`src/rtl/sram_ctl_pkg.sv`:
```
// Shared types and cycle-rounding helpers for the SRAM access controller.
// Assumes every timing value is a non-negative integer number of ns.
package sram_ctl_pkg;

    typedef enum logic [2:0] {
        ST_BOOT,
        ST_IDLE,
        ST_WR,
        ST_WR_END,
        ST_RD,
        ST_GAP
    } seq_state_t;

    // Round a nanosecond minimum up to whole cycles, never below one.
    function automatic int unsigned ns_to_cyc(input int unsigned ns, input int unsigned per_ns);
        int unsigned c;
        c = (ns + per_ns - 1) / per_ns;
        return (c == 0) ? 1 : c;
    endfunction

    function automatic int unsigned umax(input int unsigned a, input int unsigned b);
        return (a > b) ? a : b;
    endfunction

endpackage

```
`src/rtl/sram_ctl_pwrup.sv`:
```
// Power-up hold-off: counts PWR_CYC cycles after reset, then raises done.
// Assumes PWR_CYC >= 1. done stays high until the next reset.
module sram_ctl_pwrup #(
    parameter int unsigned PWR_CYC = 10000
) (
    input  logic clk,
    input  logic rst_n,
    output logic done
);
    localparam int unsigned CW = $clog2(PWR_CYC + 1);

    logic [CW-1:0] cnt;

    // Saturating count of cycles since reset release.
    always_ff @(posedge clk) begin
        if (!rst_n) begin
            cnt <= '0;
        end else if (cnt != CW'(PWR_CYC)) begin
            cnt <= cnt + 1'b1;
        end
    end

    assign done = (cnt == CW'(PWR_CYC));
endmodule

```
`src/rtl/sram_ctl_path.sv`:
```
// Datapath: latches address and write byte on accept, captures read byte.
// Assumes load and capture are never high in the same cycle.
module sram_ctl_path #(
    parameter int unsigned ADDR_W = 15,
    parameter int unsigned DATA_W = 8
) (
    input  logic              clk,
    input  logic              rst_n,
    input  logic              load,
    input  logic              capture,
    input  logic [ADDR_W-1:0] addr_in,
    input  logic [DATA_W-1:0] wdata_in,
    input  logic [DATA_W-1:0] dq_in,
    output logic [ADDR_W-1:0] mem_addr,
    output logic [DATA_W-1:0] dq_out,
    output logic [DATA_W-1:0] rd_data
);
    // Address and write data hold for the whole memory cycle.
    always_ff @(posedge clk) begin
        if (!rst_n) begin
            mem_addr <= '0;
            dq_out   <= '0;
        end else if (load) begin
            mem_addr <= addr_in;
            dq_out   <= wdata_in;
        end
    end

    // Read byte captured at the end of the access window.
    always_ff @(posedge clk) begin
        if (!rst_n) begin
            rd_data <= '0;
        end else if (capture) begin
            rd_data <= dq_in;
        end
    end
endmodule

```
`src/rtl/sram_ctl_seq.sv`:
```
// Sequencer: one FSM times each write/read against cycle counts and
// produces registered, glitch-free memory control levels.
// Assumes WR_LAST >= WE_CYC and RD_LAST >= RD_CYC (derived by the top).
module sram_ctl_seq
    import sram_ctl_pkg::*;
#(
    parameter int unsigned WE_CYC  = 1,
    parameter int unsigned RD_CYC  = 1,
    parameter int unsigned WR_LAST = 1,
    parameter int unsigned RD_LAST = 1
) (
    input  logic clk,
    input  logic rst_n,
    input  logic pwr_done,
    input  logic req_valid,
    input  logic req_write,
    output logic req_ready,
    output logic load,
    output logic capture,
    output logic rd_valid,
    output logic ce_n,
    output logic oe_n,
    output logic we_n,
    output logic dq_oe
);
    localparam int unsigned CNT_W = $clog2(umax(WR_LAST, RD_LAST) + 2);
    localparam logic [CNT_W-1:0] WE_END_K = CNT_W'(WE_CYC - 1);
    localparam logic [CNT_W-1:0] RD_END_K = CNT_W'(RD_CYC - 1);

    seq_state_t       st, st_nxt;
    logic [CNT_W-1:0] elapsed;
    logic [CNT_W-1:0] tgt;

    assign req_ready = (st == ST_IDLE);
    assign load      = req_ready && req_valid;

    // Next-state selection and read capture strobe.
    always_comb begin
        st_nxt  = st;
        capture = 1'b0;
        case (st)
            ST_BOOT:   if (pwr_done) st_nxt = ST_IDLE;
            ST_IDLE:   if (req_valid) st_nxt = req_write ? ST_WR : ST_RD;
            ST_WR:     if (elapsed == WE_END_K) st_nxt = ST_WR_END;
            ST_WR_END: st_nxt = (elapsed >= tgt) ? ST_IDLE : ST_GAP;
            ST_RD: begin
                if (elapsed == RD_END_K) begin
                    capture = 1'b1;
                    st_nxt  = ST_GAP;
                end
            end
            ST_GAP:    if (elapsed >= tgt) st_nxt = ST_IDLE;
            default:   st_nxt = ST_IDLE;
        endcase
    end

    // State register.
    always_ff @(posedge clk) begin
        if (!rst_n) st <= ST_BOOT;
        else        st <= st_nxt;
    end

    // Cycle index within the current access; zero in the first cycle.
    always_ff @(posedge clk) begin
        if (!rst_n) begin
            elapsed <= '0;
            tgt     <= '0;
        end else if (load) begin
            elapsed <= '0;
            tgt     <= req_write ? CNT_W'(WR_LAST) : CNT_W'(RD_LAST);
        end else if (elapsed != '1) begin
            elapsed <= elapsed + 1'b1;
        end
    end

    // Memory control levels registered from the next state.
    always_ff @(posedge clk) begin
        if (!rst_n) begin
            ce_n  <= 1'b1;
            oe_n  <= 1'b1;
            we_n  <= 1'b1;
            dq_oe <= 1'b0;
        end else begin
            ce_n  <= !(st_nxt inside {ST_WR, ST_WR_END, ST_RD});
            oe_n  <= (st_nxt != ST_RD);
            we_n  <= (st_nxt != ST_WR);
            dq_oe <= (st_nxt inside {ST_WR, ST_WR_END});
        end
    end

    // Read-valid strobe follows the capture edge by one cycle.
    always_ff @(posedge clk) begin
        if (!rst_n) rd_valid <= 1'b0;
        else        rd_valid <= capture;
    end
endmodule

```
`src/rtl/sram_ctl.sv`:
```
// Top: asynchronous SRAM access controller. Converts ns minimums into
// cycle counts and wires hold-off, sequencer and datapath together.
// Assumes the host holds request inputs stable between clock edges.
module sram_ctl
    import sram_ctl_pkg::*;
#(
    parameter int unsigned ADDR_W        = 15,
    parameter int unsigned DATA_W        = 8,
    parameter int unsigned CLK_PERIOD_NS = 10,
    parameter int unsigned PWRUP_NS      = 100000,
    parameter int unsigned T_WP_NS       = 7,
    parameter int unsigned T_DS_NS       = 5,
    parameter int unsigned T_AW_NS       = 7,
    parameter int unsigned T_WC_NS       = 10,
    parameter int unsigned T_RC_NS       = 10,
    parameter int unsigned T_AA_NS       = 10,
    parameter int unsigned T_ACE_NS      = 10,
    parameter int unsigned T_DOE_NS      = 5,
    parameter int unsigned T_HZOE_NS     = 5
) (
    input  logic              clk,
    input  logic              rst_n,
    input  logic              req_valid,
    input  logic              req_write,
    input  logic [ADDR_W-1:0] req_addr,
    input  logic [DATA_W-1:0] req_wdata,
    output logic              req_ready,
    output logic [DATA_W-1:0] rd_data,
    output logic              rd_valid,
    output logic [ADDR_W-1:0] mem_addr,
    output logic              mem_ce_n,
    output logic              mem_oe_n,
    output logic              mem_we_n,
    output logic [DATA_W-1:0] mem_dq_out,
    output logic              mem_dq_oe,
    input  logic [DATA_W-1:0] mem_dq_in
);
    localparam int unsigned C_WP   = ns_to_cyc(T_WP_NS, CLK_PERIOD_NS);
    localparam int unsigned C_DS   = ns_to_cyc(T_DS_NS, CLK_PERIOD_NS);
    localparam int unsigned C_AW   = ns_to_cyc(T_AW_NS, CLK_PERIOD_NS);
    localparam int unsigned C_WC   = ns_to_cyc(T_WC_NS, CLK_PERIOD_NS);
    localparam int unsigned C_RC   = ns_to_cyc(T_RC_NS, CLK_PERIOD_NS);
    localparam int unsigned C_AA   = ns_to_cyc(T_AA_NS, CLK_PERIOD_NS);
    localparam int unsigned C_ACE  = ns_to_cyc(T_ACE_NS, CLK_PERIOD_NS);
    localparam int unsigned C_DOE  = ns_to_cyc(T_DOE_NS, CLK_PERIOD_NS);
    localparam int unsigned C_HZOE = ns_to_cyc(T_HZOE_NS, CLK_PERIOD_NS);
    localparam int unsigned C_PWR  = ns_to_cyc(PWRUP_NS, CLK_PERIOD_NS);

    localparam int unsigned WE_CYC  = umax(umax(C_WP, C_DS), C_AW);
    localparam int unsigned RD_CYC  = umax(umax(C_AA, C_ACE), C_DOE);
    localparam int unsigned WR_LAST = umax(WE_CYC + 1, C_WC) - 1;
    localparam int unsigned RD_LAST = umax(RD_CYC + C_HZOE, C_RC) - 1;

    logic pwr_done;
    logic load;
    logic capture;

    sram_ctl_pwrup #(.PWR_CYC(C_PWR)) u_pwrup (
        .clk   (clk),
        .rst_n (rst_n),
        .done  (pwr_done)
    );

    sram_ctl_seq #(
        .WE_CYC  (WE_CYC),
        .RD_CYC  (RD_CYC),
        .WR_LAST (WR_LAST),
        .RD_LAST (RD_LAST)
    ) u_seq (
        .clk       (clk),
        .rst_n     (rst_n),
        .pwr_done  (pwr_done),
        .req_valid (req_valid),
        .req_write (req_write),
        .req_ready (req_ready),
        .load      (load),
        .capture   (capture),
        .rd_valid  (rd_valid),
        .ce_n      (mem_ce_n),
        .oe_n      (mem_oe_n),
        .we_n      (mem_we_n),
        .dq_oe     (mem_dq_oe)
    );

    sram_ctl_path #(.ADDR_W(ADDR_W), .DATA_W(DATA_W)) u_path (
        .clk      (clk),
        .rst_n    (rst_n),
        .load     (load),
        .capture  (capture),
        .addr_in  (req_addr),
        .wdata_in (req_wdata),
        .dq_in    (mem_dq_in),
        .mem_addr (mem_addr),
        .dq_out   (mem_dq_out),
        .rd_data  (rd_data)
    );
endmodule

```
`config.mk`:
```
export PLATFORM = sky130hd
export DESIGN_NAME = sram_ctl
export DESIGN_NICKNAME = d
export VERILOG_FILES = /design/src/rtl/sram_ctl_pkg.sv /design/src/rtl/sram_ctl_pwrup.sv /design/src/rtl/sram_ctl_path.sv /design/src/rtl/sram_ctl_seq.sv /design/src/rtl/sram_ctl.sv
export SDC_FILE = /design/constraint.sdc
export NUM_CORES = 1
export LEC_CHECK = 0
export BUFFER_PORTS_ARGS = -buffer_cell sky130_fd_sc_hd__buf_2
export CORE_MARGIN = 10
export CORE_UTILIZATION = 40
export DETAILED_ROUTE_END_ITERATION = 8
export PLACE_DENSITY = 0.66
export REMOVE_ABC_BUFFERS = 1
export SLEW_MARGIN = 20
export SYNTH_ARGS = -nofsm -noshare
export SYNTH_HDL_FRONTEND = slang
export SYNTH_SLANG_ARGS = --single-unit
```
`constraint.sdc`:
```
create_clock -name clk -period 5.25 [get_ports clk]
set_input_delay 0.7875 -clock clk [delete_from_list [all_inputs] [get_ports clk]]
set_output_delay 0.7875 -clock clk [all_outputs]
set_load 0.02 [all_outputs]
```
==> results of run 1 <==
[synth_stat cells, drive strengths merged (3+ instances only)]
cell type  count  area (µm²)
dfxtp         56        1120
nand2         55         206
nand2b         3        18.8
nand4          5        46.3
a21boi        24         180
nor2b         10        65.1
and2          13        81.3
ha             5        62.6
clkbuf         8        30.0
buf            8        40.0
xnor2          6        52.6
nor2           4        15.0
mux2i         10         100
inv            6        22.5
nand3          3        15.0
xor2           5        43.8
nor3b          3        27.5
[kinds of logic after synthesis]
logic type	count (synthesis)
xor+xnor	11
buf+inv	22
compound gates	36
mux	10
fa+ha+maj	6
flops	56
simple gates	109
[area by class of cell]
type                       count  share of cell area [%]
multi-input combinational    172                    41.0
sequential                    56                    39.3
timing repair buffer          71                    12.5
tap                           72                    3.16
clock buffer                   7                    3.03
inverter                       6                   0.790
clock inverter                 1                   0.263
[sequential cells by signal (all words and copies together), names as in the netlist, 2 cells and up]
signal	cells
u_path.rd_data	8
u_seq.st	3
u_path.mem_addr	15
u_seq.elapsed	2
u_path.dq_out	8
u_pwrup.cnt	14
[critical path, cell delays in order (launching register included)]
cell,delay (ns)
sky130_fd_sc_hd__dfxtp_1,0.52
sky130_fd_sc_hd__nor3b_2,0.26
sky130_fd_sc_hd__buf_2,0.20
[per-stage QoR]
| stage | util [%] | power (µW) |
|---|---|---|
| after global routing | 50.5 | 756 |
| after CTS | 50.4 | 728 |
| final | 50.5 | 716 |
| after detailed placement | 48.8 | 488 |
| after floorplan | - | 466 |
| after global placement | 48.8 | 488 |
[report_power, final]
| group | switching (µW) | total (µW) | internal [µW] |
|---|---|---|---|
| Clock | 131 | 239 | 107 |
| Sequential | 6.28 | 436 | 430 |
| Combinational | 18.2 | 41.2 | 23.0 |
| Total | 156 | 716 | 560 |
[metal layers]
| metal | vias to the layer above | part of all wire (%) |
|---|---|---|
| met1 | 836 | 47 |
| met4 | 0 | 1.3 |
| met5 | - | 0 |
| met2 | 47 | 45 |
| li1 | 960 | - |
| met3 | 6 | 5.9 |
[worst max path at each step]
stage                 from          to  cells past startpoint
2_1_floorplan    req_valid  u_seq.ce_n                      4
4_1_cts          req_valid  u_seq.ce_n                      5
6_report       u_seq.st[0]   req_ready                      2
3_5_place_dp     req_valid  u_seq.ce_n                      5
5_1_grt        u_seq.st[0]   req_ready                      2
3_3_place_gp     req_valid  u_seq.ce_n                      5
[cell usage in the layout (no fill, tap or decap), types with 2 or more instances in the layout]
cell,Yosys,final
sky130_fd_sc_hd__buf_2,8,71
sky130_fd_sc_hd__dfxtp_1,56,56
sky130_fd_sc_hd__nand2_1,55,55
sky130_fd_sc_hd__a21boi_1,19,19
sky130_fd_sc_hd__and2_1,13,13
sky130_fd_sc_hd__mux2i_1,10,10
sky130_fd_sc_hd__nor2b_1,9,9
sky130_fd_sc_hd__inv_1,6,6
sky130_fd_sc_hd__xnor2_1,6,6
sky130_fd_sc_hd__clkbuf_8,0,6
sky130_fd_sc_hd__xor2_1,5,5
sky130_fd_sc_hd__a21boi_0,5,5
sky130_fd_sc_hd__ha_1,5,5
sky130_fd_sc_hd__nor2_1,4,4
sky130_fd_sc_hd__nand4_1,4,4
sky130_fd_sc_hd__nand3_1,3,3
sky130_fd_sc_hd__nand2b_1,3,3
sky130_fd_sc_hd__nor3b_2,1,2
sky130_fd_sc_hd__and3b_1,2,2
sky130_fd_sc_hd__nor4_1,2,2
sky130_fd_sc_hd__o21a_1,2,2
sky130_fd_sc_hd__nand3b_1,2,2
sky130_fd_sc_hd__o311ai_0,2,2
sky130_fd_sc_hd__o41ai_1,2,2
==> metrics.yaml, run 1 <==
final_layout:
  synthesis_to_finish_area_growth_pct: 20.2
  final_layout_size_suffix_gt1_share_pct: 28.4
  final_design_area_no_fill_um2: 2850
  footprint_of_the_multi_input_gates_um2: 1170
  ff_latch_area_um2: 1120
  num-nets-final: 352
  nFillCells: 538
  stdcell_count: 385
  num_antenna_cells: 0
route:
  routedWlPerCell_um: 13.3
  wirelength_routed_um: 5130
  total_number_of_vias: 1849
  drtIter0Drc: 65
  drc_errors: 0
  drtPass1Iterations: 4
  routed_via_density: 4.80
  ant_nets: 0
synthesis:
  synth_edf_count: 0
  synth_top_family_by_area: "simple AND/OR/NAND/NOR gates"
  synth_fa_ha_area_share_pct: 3.06
  synthesis.instances: 250
  netlist_area_um2: 2370
  postSynthAreaPerCell_um2: 9.48
  synth.ff_latch_count: 56
  synth_seq_area_share_pct: 47.3
  synth_xor_xnor_area_share_pct: 4.06
  synth-simple-area-share_pct: 25.3
  synth_flop_cell: "sky130_fd_sc_hd__dfxtp_1"
  yosysUniqueCellTypes: 41
  complex_gate_fraction_of_the_synthesized_area_pct: 12.1
  async_reset_ff_share_pct: 0
  yosys-mux-area-fraction_pct: 4.22
  yosys_warnings: 0
floorplanning:
  initial_utilization_pct: 42.0
  dieArea_um2: 9410
  num_io_pins: 72
  die_y_um: 97.0
  rows: 27
  die_x_um: 97.0
  fp.coreArea_um2: 5640
sta:
  period_share_pct: 39.4
  worst_clock_skew_ns: 0.00551
  report.final.slew_viol_count: 0
  setup_viol_count_final: 0
  timing_hold_violations_final: 0
  period_minus_slack_ns: 2.07
  slew_at_the_pin_closest_to_its_max_slew_limit_ns: 1.03
  maxSlewHeadroom_pct: 31.2
  fin_ws_ns: 3.18
  rsz0062_at_grt: "no"
  holdWs_ns: 0.457
  setup_total_negative_slack_ns: 0
  max_freq_mhz: 483
cts:
  clk_pin_slew_worst_paths_ns: 0.09
  cts_buffers: 5
  clock_sink_total: 56
  tritoncts: "done"
  ctsHoldBuffers: 0
  cts_repair_resize_count: 0
  htree_levels: 2
  root_buffer: "sky130_fd_sc_hd__clkbuf_8"
  cts_setup_buffers: 0
  clkLatencyLatePin_ns: 0.31
  cts.path.max_buffers: 2
critical_path:
  timing.critical_path.arrival_ns: 1.28
  crit_path_end_kind: "output pin"
  critPathRequiredTime_ns: 4.46
  sort_of_element_at_the_start_of_the_critical_path: "flip-flop"
  setup.worst_path.class: "flip-flop to output pin"
  ff2ff_setup_slack_ns: 3.33
  regToRegStartpoint: "u_seq.st[2]"
  crit-reg2reg-capture: "u_path.rd_data[2]"
  worstRegToRegCells: 4
  crit_fanout: 9
place:
  numPlacedInstances: 377
  gp_routability_congestion: 0.756
  post-dp-hpwl_um: 3800
  preCtsSetupSlack_ns: 2.69
  placed_cell_area_um2: 2750
  io_buffer_count: 71
run_status:
  run_status: "finished, final reports clean"
grt:
  globalRouteMet2Util_pct: 17.4
  global_routing_met1_resource_utilization_pct: 13.8
  grt_most_used_layer: "met2"
  maximum_number_of_pins_on_one_net_before_global_route_repair: 55
  antenna_found_initial: 0
  grt_overflow_total: 0
  global_route.usage.total_pct: 11.1
  global_route.usage.met3_pct: 4.05
  wire_length_of_the_first_global_routing_pass_um: 8960
  grt_pass1_vias: 1821
hold_path:
  hold_class: "flip-flop to flip-flop"
  timing.hold.worst_path_depth: 2
  worst_hold_startpoint: "u_path.mem_addr[12]"
  hold_path_end: "u_path.mem_addr[12]"
power_and_ir_drop:
  p_per_area_nw_per_um2: 251
  power.leakage_uw: 0.00120
  max-vdd-ir-drop_v: 0.000138
job:
  cap_violations: 0
Note: power is estimated with default switching activity, not from simulation.
==> run 2, diff against run 1 <==
clock period = 2.1 ns   (was 5.25 ns; I/O delays follow)
==> run 2 against run 1 <==
Effect of this change:
- worst hold slack worse by 0.23 ns
- core utilization up 0.58 points
- via count up 0.32%
- count of clock-buffer cells in the layout down 2
- wire length up 2.2%
- sequential share of layout area down 0.44 points
- flip-flop and latch count unchanged
- setup slack worse by 2.9 ns
- non-clock buffer count up 5
- first-iteration DRC count down 17%
- total power rose to 2.5 times the previous value
- clock skew up 0.0036 ns
- critical path type is now flip-flop to flip-flop
- critical endpoint is now u_seq.ce_n
==> metrics.yaml, run 2 (synthesized netlist as in run 1, its figures left out) <==
cts:
  cts_buffers: 5  # unchanged
  clk_pin_slew_worst_paths_ns: 0.11  # +0.02 ns
  clock_sink_total: 56  # unchanged
  cts_repair_resize_count: 0  # unchanged
  cts_setup_buffers: 0  # unchanged
  root_buffer: "sky130_fd_sc_hd__clkbuf_8"
  tritoncts: "done"
  cts.path.max_buffers: 2  # unchanged
  htree_levels: 2  # unchanged
  clkLatencyLatePin_ns: 0.30  # about the same
  ctsHoldBuffers: 0  # unchanged
final_layout:
  most-common-layout-cells: "71 x sky130_fd_sc_hd__buf_2, 56 x sky130_fd_sc_hd__dfxtp_1, 55 x sky130_fd_sc_hd__nand2_1"
  registers.top_by_ff_count: "u_path.mem_addr"
  top_registers: "u_path.mem_addr: 15 flops, u_pwrup.cnt: 14 flops"
  synthesis_to_finish_area_growth_pct: 21.6
  largest_register_ffs: 15  # unchanged
  final_design_area_no_fill_um2: 2880  # +1.1%
  num_antenna_cells: 0  # unchanged
  stdcell_count: 390  # +1.3%
  final_layout_size_suffix_gt1_share_pct: 29.6  # +1.1 points
  num-nets-final: 357  # +1.4%
  most_common_library_cell_in_the_layout_ignoring_fill_and_taps: "sky130_fd_sc_hd__buf_2"
route:
  drtPass1Iterations: 4  # unchanged
  ant_nets: 0  # unchanged
  routed_via_density: 4.76  # -0.96%
  drc_errors: 0  # unchanged
  drtIter0Drc: 54  # -17%
  total_number_of_vias: 1855  # +0.32%
  routedWlPerCell_um: 13.4  # +0.87%
  wirelength_routed_um: 5240  # +2.2%
grt:
  grt_pass1_vias: 1823  # +0.11%
  grt_overflow_total: 0  # unchanged
  global_route.usage.met3_pct: 3.90  # -0.14 points
  antenna_found_initial: 0  # unchanged
  globalRouteMet2Util_pct: 18.1  # +0.72 points
  global_route.usage.total_pct: 11.2  # +0.029 points
  maximum_number_of_pins_on_one_net_before_global_route_repair: 34  # -38%
  global_routing_met1_resource_utilization_pct: 13.7  # -0.17 points
  grt_most_used_layer: "met2"
  wire_length_of_the_first_global_routing_pass_um: 9070  # +1.3%
hold_path:
  hold_class: "input pin to flip-flop"
critical_path:
  setup.worst_path.class: "flip-flop to flip-flop"
  timing.critical_path.cells: "inv_1, ha_1, or3b_2, o32ai_1, o21a_1, a21oi_2"
  critPathRequiredTime_ns: 2.30  # -2.16 ns
  sort_of_element_at_the_start_of_the_critical_path: "flip-flop"
  timing.critical_path.arrival_ns: 2.01  # +0.73 ns
  ff2ff_setup_slack_ns: 0.29  # -3.04 ns
  crit_path_end_kind: "flip-flop"
  delay_of_the_slowest_cell_on_the_worst_path_ns: 0.45  # -0.07 ns
  critical_path_s_slowest_cell: "sky130_fd_sc_hd__or3b_2"
  crit_fanout: 3  # -6
sta:
  slew_at_the_pin_closest_to_its_max_slew_limit_ns: 0.497  # -0.530 ns
  period_share_pct: 86.1
  maxSlewHeadroom_pct: 66.9  # +36 points
  rsz0062_at_grt: "no"
  setup_viol_count_final: 0  # unchanged
  period_minus_slack_ns: 1.81
  report.final.slew_viol_count: 0  # unchanged
  fin_ws_ns: 0.291  # -2.89 ns
  max_freq_mhz: 553
  worst_clock_skew_ns: 0.00913  # +0.00362 ns
  timing_hold_violations_final: 0  # unchanged
  setup_total_negative_slack_ns: 0  # unchanged
run_status:
  run_status: "finished, final reports clean"
place:
  gp_routability_congestion: 0.758  # +0.25%
  io_buffer_count: 71  # unchanged
  preCtsSetupSlack_ns: 0.291  # -2.40 ns
  post-dp-hpwl_um: 3960  # +4.3%
  placed_cell_area_um2: 2790  # +1.4%
  numPlacedInstances: 382  # +1.3%
floorplanning:
  fp.coreArea_um2: 5640  # unchanged
  dieArea_um2: 9410  # unchanged
  rows: 27  # unchanged
  die_y_um: 97.0  # unchanged
  die_x_um: 97.0  # unchanged
  num_io_pins: 72  # unchanged
  initial_utilization_pct: 42.0  # unchanged
power_and_ir_drop:
  p_per_area_nw_per_um2: 625  # +150%
  max-vdd-ir-drop_v: 0.000347  # +150%
  finalPower_uw: 1800  # +150%
  power.leakage_uw: 0.00122  # +2.1%
job:
  cap_violations: 0  # unchanged
-- run 2: cell count changes in the layout (fill, tap and decap cells not counted) --
cell                        delta
sky130_fd_sc_hd__nand4bb_1     +1
sky130_fd_sc_hd__clkbuf_1      -1
sky130_fd_sc_hd__clkbuf_8      -1
sky130_fd_sc_hd__inv_6         +2
sky130_fd_sc_hd__buf_4         +5
sky130_fd_sc_hd__nand4bb_2     -1
-- run 2: critical path: cells and delay by family (launching register included) --
kind | cells | cell delay, ns
AO/OA/AOI/OAI | 3 | 0.55
adder cells (fa/ha/maj) | 1 | 0.26
buffers and inverters | 1 | 0.08
flip-flops | 1 | 0.38
AND/OR/NAND/NOR | 1 | 0.45
-- run 2: worst paths after layout --
check | startpoint | to | cells past startpoint
setup / recovery | u_seq.elapsed[0] | u_seq.ce_n | 6
hold / removal | req_addr[2] | u_path.mem_addr[2] | 3
setup reg to reg | u_seq.elapsed[0] | u_seq.ce_n | 6
hold reg to reg | u_path.mem_addr[10] | u_path.mem_addr[10] | 2
-- run 2: per-layer routing --
metal	wire length, µm	part of all wire [%]	up-vias
met5	0	0	-
met4	22	0.42	0
met3	324	6.2	2
met2	2430	46	46
met1	2460	47	841
li1	-	-	966
-- run 2: per-stage QoR --
| step | hold WS [ns] | utilization, % |
|---|---|---|
| 2_1_floorplan | 0.433 | - |
| 3_3_place_gp | 0.437 | 49.4 |
| 3_5_place_dp | 0.443 | 49.4 |
| 4_1_cts | 0.214 | 51.1 |
| 5_1_grt | 0.221 | 51.1 |
| 6_report | 0.231 | 51.1 |
-- run 2: power breakdown --
part           internal (µW)  switching [µW]
Sequential              1080            14.9
Clock                    244             360
Combinational           60.0            48.2
Total                   1380             423
-- run 2: layout make-up --
cell class	count	area, µm²
Inverter	6	22.5
Clock inverter	3	25.0
Tap cell	72	90.1
Timing Repair Buffer	76	393
Sequential cell	56	1120
Clock buffer	5	68.8
Multi-Input combinational cell	172	1160
Fill cell	549	2760
